--- config.mk ---
export PLATFORM = sky130hd
export DESIGN_NAME = keypad_scan
export DESIGN_NICKNAME = d
export VERILOG_FILES = /design/src/rtl/keypad_scan.sv
export SDC_FILE = /design/constraint.sdc
export NUM_CORES = 1
export LEC_CHECK = 0
export BUFFER_PORTS_ARGS = -buffer_cell sky130_fd_sc_hd__buf_2
export CORE_MARGIN = 1.5
export CORE_UTILIZATION = 30
export CTS_BUF_LIST = sky130_fd_sc_hd__clkbuf_4 sky130_fd_sc_hd__clkbuf_8 sky130_fd_sc_hd__clkbuf_16
export DETAILED_ROUTE_END_ITERATION = 16
export PLACE_DENSITY_LB_ADDON = 0.12
export SKIP_CTS_REPAIR_TIMING = 1
export SLEW_MARGIN = 20
export SYNTH_ARGS = -nofsm -noshare
export SYNTH_HDL_FRONTEND = slang
export SYNTH_SLANG_ARGS = --single-unit
--- constraint.sdc ---
create_clock -name clk -period 4 [get_ports clk]
set_input_delay 0 -clock clk [delete_from_list [all_inputs] [get_ports clk]]
set_output_delay 0 -clock clk [all_outputs]
set_load 0.05 [all_outputs]
--- src/rtl/keypad_scan.sv ---
module keypad_scan #(
  parameter int SETTLE_CYCLES = 500000
) (
  input  logic       clk,
  input  logic       rst_n,
  output logic [3:0] row_n,
  input  logic [3:0] col_n,
  output logic [3:0] key_code,
  output logic       key_valid
);

  localparam int CW = $clog2(SETTLE_CYCLES + 1);

  typedef enum logic [1:0] {S_ROW, S_COL, S_WAIT, S_HOLD} st_t;

  st_t           st;
  logic [3:0]    sync1, col_s;
  logic [1:0]    row, col;
  logic [CW-1:0] cnt;

  assign row_n = ~(4'b0001 << row);
  wire hit = ~col_s[col];

  always_ff @(posedge clk or negedge rst_n) begin
    if (!rst_n) begin
      sync1     <= 4'hF;
      col_s     <= 4'hF;
      row       <= 2'd0;
      col       <= 2'd0;
      cnt       <= '0;
      st        <= S_ROW;
      key_valid <= 1'b0;
      key_code  <= 4'h0;
    end else begin
      sync1     <= col_n;
      col_s     <= sync1;
      key_valid <= 1'b0;
      case (st)
        S_ROW: begin
          if (cnt == CW'(1)) begin
            cnt <= '0;
            st  <= S_COL;
          end else begin
            cnt <= cnt + 1'b1;
          end
        end
        S_COL: begin
          if (hit) begin
            cnt <= '0;
            st  <= S_WAIT;
          end else if (col == 2'd3) begin
            col <= 2'd0;
            row <= row + 1'b1;
            st  <= S_ROW;
          end else begin
            col <= col + 1'b1;
          end
        end
        S_WAIT: begin
          if (cnt == CW'(SETTLE_CYCLES - 1)) begin
            cnt <= '0;
            if (hit) begin
              key_valid <= 1'b1;
              key_code  <= {row, col};
              st        <= S_HOLD;
            end else if (col == 2'd3) begin
              col <= 2'd0;
              row <= row + 1'b1;
              st  <= S_ROW;
            end else begin
              col <= col + 1'b1;
              st  <= S_COL;
            end
          end else begin
            cnt <= cnt + 1'b1;
          end
        end
        S_HOLD: begin
          if (&col_s) begin
            col <= 2'd0;
            row <= row + 1'b1;
            st  <= S_ROW;
          end
        end
        default: st <= S_ROW;
      endcase
    end
  end

  assert_one_row_R1: assert property (@(posedge clk) disable iff (!rst_n)
    $countones(~row_n) == 1);

  assert_strobe_single_R6: assert property (@(posedge clk) disable iff (!rst_n)
    key_valid |=> !key_valid);

  assert_code_row_R4: assert property (@(posedge clk) disable iff (!rst_n)
    key_valid |-> !row_n[key_code[3:2]]);

  assert_recheck_low_R5: assert property (@(posedge clk) disable iff (!rst_n)
    key_valid |-> ((~$past(col_s) & (4'b0001 << key_code[1:0])) != 4'h0));

  assert_hold_row_R7: assert property (@(posedge clk) disable iff (!rst_n)
    (st == S_HOLD && !(&col_s)) |=> $stable(row_n));

endmodule

-- Word-level counts from Yosys, hierarchy flattened
Index checks and enable logic that the tools add are counted.
- shift-type cells: 1
- $add $sub $neg: 3
- order comparisons: 1
- muxes and demuxes: 26
- equality and inequality tests: 11
- reductions and logical operators: 8
- bitwise logic cells: 2
- operator list (operator ; count):
    $mux 19 ; 3
    $pmux 19 s3 ; 1
    $mux 2 ; 13
    $add 19x1->19 const B ; 1
    $eq 19x1->1 const B ; 1
    $eq 19x19->1 const B ; 1
    $pmux 2 s3 ; 2
    $ne 2x2->1 const B ; 4
    $pmux 2 s4 ; 1
    $reduce_and 4->1 ; 2
    $eq 2x2->1 const B ; 3
    $reduce_and 3->1 ; 2
    $reduce_bool 3->1 ; 2
    $mux 1 ; 5
    $add 2x1->2 const B ; 2
    $not 4->4 ; 1
    $shl 1x2->4 const A ; 1
    $lt 2x3->1 const B ; 1
    $ne 3x3->1 const B ; 1
    $bmux 1 s2 ; 1
    $eq 2x1->1 const B ; 1
    $logic_not 2->1 ; 1
    $reduce_and 2->1 ; 1
    $not 1->1 ; 1
- output and inout bits: 9
- word-level logic and storage cells: 60
- flip-flop bits (word level): 38
- input port bits: 6

-- Depth between registers and ports, before layout
- depth in word-level cells: 5
- gate-level depth with buffers: 8
- gate-level depth less buffers: 7

-- Least setup slack after synthesis
No wires, ideal clock.
- path kind: register -> register
- start: register col[0]
- end: register cnt[8]
- library setup time: 0.064 ns
- data required time: 3.936 ns
- arrival: 1.967 ns
- slack: 1.969 ns
- buffers on the path: 0
- stages on the path, launching flop included: 6
- clock period less this slack: 2.031 ns
- cell sequence: dfrtp_1 mux4_2 a21o_1 or3_1 a221oi_1 a21o_1
- word-level cells in the longest chain between the ends: 4
- RTL lines (element ; RTL line ; source):
    from (decl) ; 18 ; logic [1:0] row, col;
    from (signal assigned) ; 56 ; col <= col + 1'b1;
    from (signal assigned) ; 71 ; col <= col + 1'b1;
    $bmux 1 s2 ; 22 ; wire hit = ~col_s[col];
    $mux 1 (implied by the code) ; 22 ;
    $ne 2x2->1 (no line) ; n/a ;
    $reduce_and 2->1 (no line) ; n/a ;
    to (signal assigned) ; 44 ; cnt <= cnt + 1'b1;
    to (signal assigned) ; 75 ; cnt <= cnt + 1'b1;
    to (decl) ; 19 ; logic [CW-1:0] cnt;
No other way between the ends. The select of a mux whose other input is x is not followed.
A chain may end at the register's enable or synchronous reset.

-- Worst setup path after layout
- start: register col[0]
- end: register cnt[10]
The elaborated chain is that of the path after synthesis.

==> out/metrics.cfg <==
[setup_path]
path_delay_family = multiplexers
max_stage_delay_ps = 640
r2r-end = cnt[10]
cp_max_fo = 18
start_kind = flop
cp.arrival_ps = 2790
worstRegToRegCells = 5
crit_required_ps = 4230
timing.rr.start = col[0]
cp_cell_sequence = mux4_2 -> a21o_1 -> nor3_1 -> buf_4 -> a221o_1
path_buf_inv = 1
slowest_stage = mux4_2
end_kind = flop
path_class = flop to flop
reg2reg_slack_ps = 1440

[pwr]
seqPwrFrac = 0.321
p_sw_frac = 0.454
power_density_nw_per_um2 = 647
switchingPower_w = 0.000723
internal-power_w = 0.000871
leakage_nw = 1.12
pwr-share-clk = 0.179
ir_worst_vdd_mv = 0.186
p_comb_frac = 0.500

[floorplanning]
dieArea_um2 = 7640
rows = 30
pin_count = 15
initial_core_util = 0.313
coreArea_um2 = 6830
die_x_um = 87.4
fp.dieH_um = 87.4

[cells_and_area]
antenna_cells = 0
area_growth_pct = 15.2
fin_nets = 252
drive_above_1_share = 0.186

[grt]
grt_antenna_before_repair = 0
grt_usage = 0.138
gr-total-overflow = 0
grt_max_degree = 39
grt_pass1_wl_mm = 8.11
grt_pass1_vias = 1581

[placed_design]
dp_hpwl_mm = 3.24
io_buffers = 14
place_congestion = 0.762

[clock_network]
root_buffer = clkbuf_8
cts_sinks = 38
clk_path_buf_depth = 2
clk_latency_ps = 290
path_clk_slew_ps = 80
numCtsBuffers = 5
htree_levels = 2
tritoncts = yes

[timing]
tightest_slew_ps = 859
fmax_mhz = 391
setup_tns_ps = 0
period_share = 0.640
final.min_clock_period_ps = 2560
setup_viol = 0
hold_violations = 0
rsz0062_at_grt = no
maxSlewHeadroom = 0.428
drv_slew = 0
hold_ws_ps = 346
skew_ps = 7.40

[logic_synthesis]
async_reset_ff_frac = 1.00
yosysUniqueCellTypes = 41
syn_area_um2 = 2140
synth_seq_cells = 38
yosysTopAreaCell = dfrtp_1
synth.most_common_cell = dfrtp_1
synth_ff_type = dfrtp_1
yosys-top-cells-count = 30 x dfrtp_1, 20 x nand2_1, 13 x nor2_1
synth_edf_count = 0
synth_nets = 231
synth_top_area_share = 0.351
yosysSeqAreaShare = 0.449
synth_area_leaders = dfrtp_1 35%, dfstp_2 9.8%, ha_1 6.4%
syn_avg_cell_area_um2 = 9.99
syn_inst = 214
yosys_warnings = 0

[outcome]
status = completed

[min_path]
min_path_cells = 2
holdPathEnd = sync1[1]
hp-start = col_n[1]
hold_path.class = input port to flop

[route]
initialDrtViolationCount = 77
avgViaCountPerCell = 5.09
drc_errors = 0
via_count = 1689
routedWlPerCell_um = 14.1
drt_wl_total_mm = 4.70
drt-pass1-iter-count = 4
antenna_left = 0

[job]
drv_cap = 0

worst reg2reg max path, cell delays in order, from the launching register on:
cell     delay, ps
dfrtp_1        430
mux4_2         640
a21o_1         430
nor3_1         570
buf_4          270
a221o_1        160
area by class of cell:
| type | count | area [um^2] |
|---|---|---|
| fill | 725 | 4370 |
| multi-input combinational | 156 | 1100 |
| sequential | 38 | 961 |
| timing repair buffer | 23 | 150 |
| tap | 96 | 120 |
| clock buffer | 6 | 82.6 |
| inverter | 11 | 41.3 |
| clock inverter | 2 | 12.5 |
power groups by stage:
stage,Sequential [W],Clock (W),Combinational [W]
after floorplan,0.000500,0,0.000599
after global placement,0.000520,0,0.000805
after detailed placement,0.000519,0,0.000798
after CTS,0.000512,0.000298,0.000801
after global routing,0.000523,0.000315,0.000881
final,0.000512,0.000286,0.000797
flip-flops by register name, indices dropped and copies added, names as in the netlist:
signal / cells
col_s: 4
row: 2
key_code: 4
cnt: 19
key_valid: 1
st: 2
col: 2
sync1: 4
metal layers:
metal | share of wire | GRT usage
met1 | 0.54 | 0.204
met2 | 0.42 | 0.198
met3 | 0.023 | 0.0313
met4 | 0.014 | 0.0433
met5 | 0 | 0
logic make-up (layout without fill, tap and decap cells):
family          count (synthesis)  in the layout  synth area share
compound gates                 49             49             0.176
xor+xnor                        1              1           0.00410
fa+ha+maj                      11             11            0.0644
buf+inv                        20             42            0.0380
flops                          38             38             0.449
mux                             9              9            0.0521
simple gates                   86             86             0.217
layout by cell type, fill, tap and decap left out, types with 6 or more instances in the layout:
cell type	synthesis	layout
a21o_1	7	7
a22o_1	9	9
buf_2	5	14
clkbuf_8	0	6
dfrtp_1	30	30
dfstp_2	8	8
ha_1	11	11
inv_1	11	11
mux2_2	7	7
nand2_1	20	20
nand3_1	8	8
nor2_1	13	13
nor3_1	12	12
o31ai_1	10	10
stage by stage:
stage / instances / cell area, um^2 / utilization / setup WS [ps] / power (W)
floorplan: 214 / 2140 / - / 1970 / 0.00110
global placement: 319 / 2320 / 0.339 / 1570 / 0.00133
detailed placement: 319 / 2320 / 0.339 / 1460 / 0.00132
CTS: 327 / 2410 / 0.353 / 1430 / 0.00161
global route: 332 / 2460 / 0.361 / 1280 / 0.00172
finish: 332 / 2460 / 0.361 / 1440 / 0.00159
worst max path at each step:
stage	startpoint	to	slack, ps	cells after the start
after floorplan	col[0]	cnt[8]	1970	5
after global routing	col[0]	cnt[10]	1280	5
after CTS	col[0]	cnt[10]	1430	5
after detailed placement	col[0]	cnt[7]	1460	5
after global placement	col[0]	cnt[12]	1570	5
final	col[0]	cnt[10]	1440	5
Power figures use the tool's default switching activity.
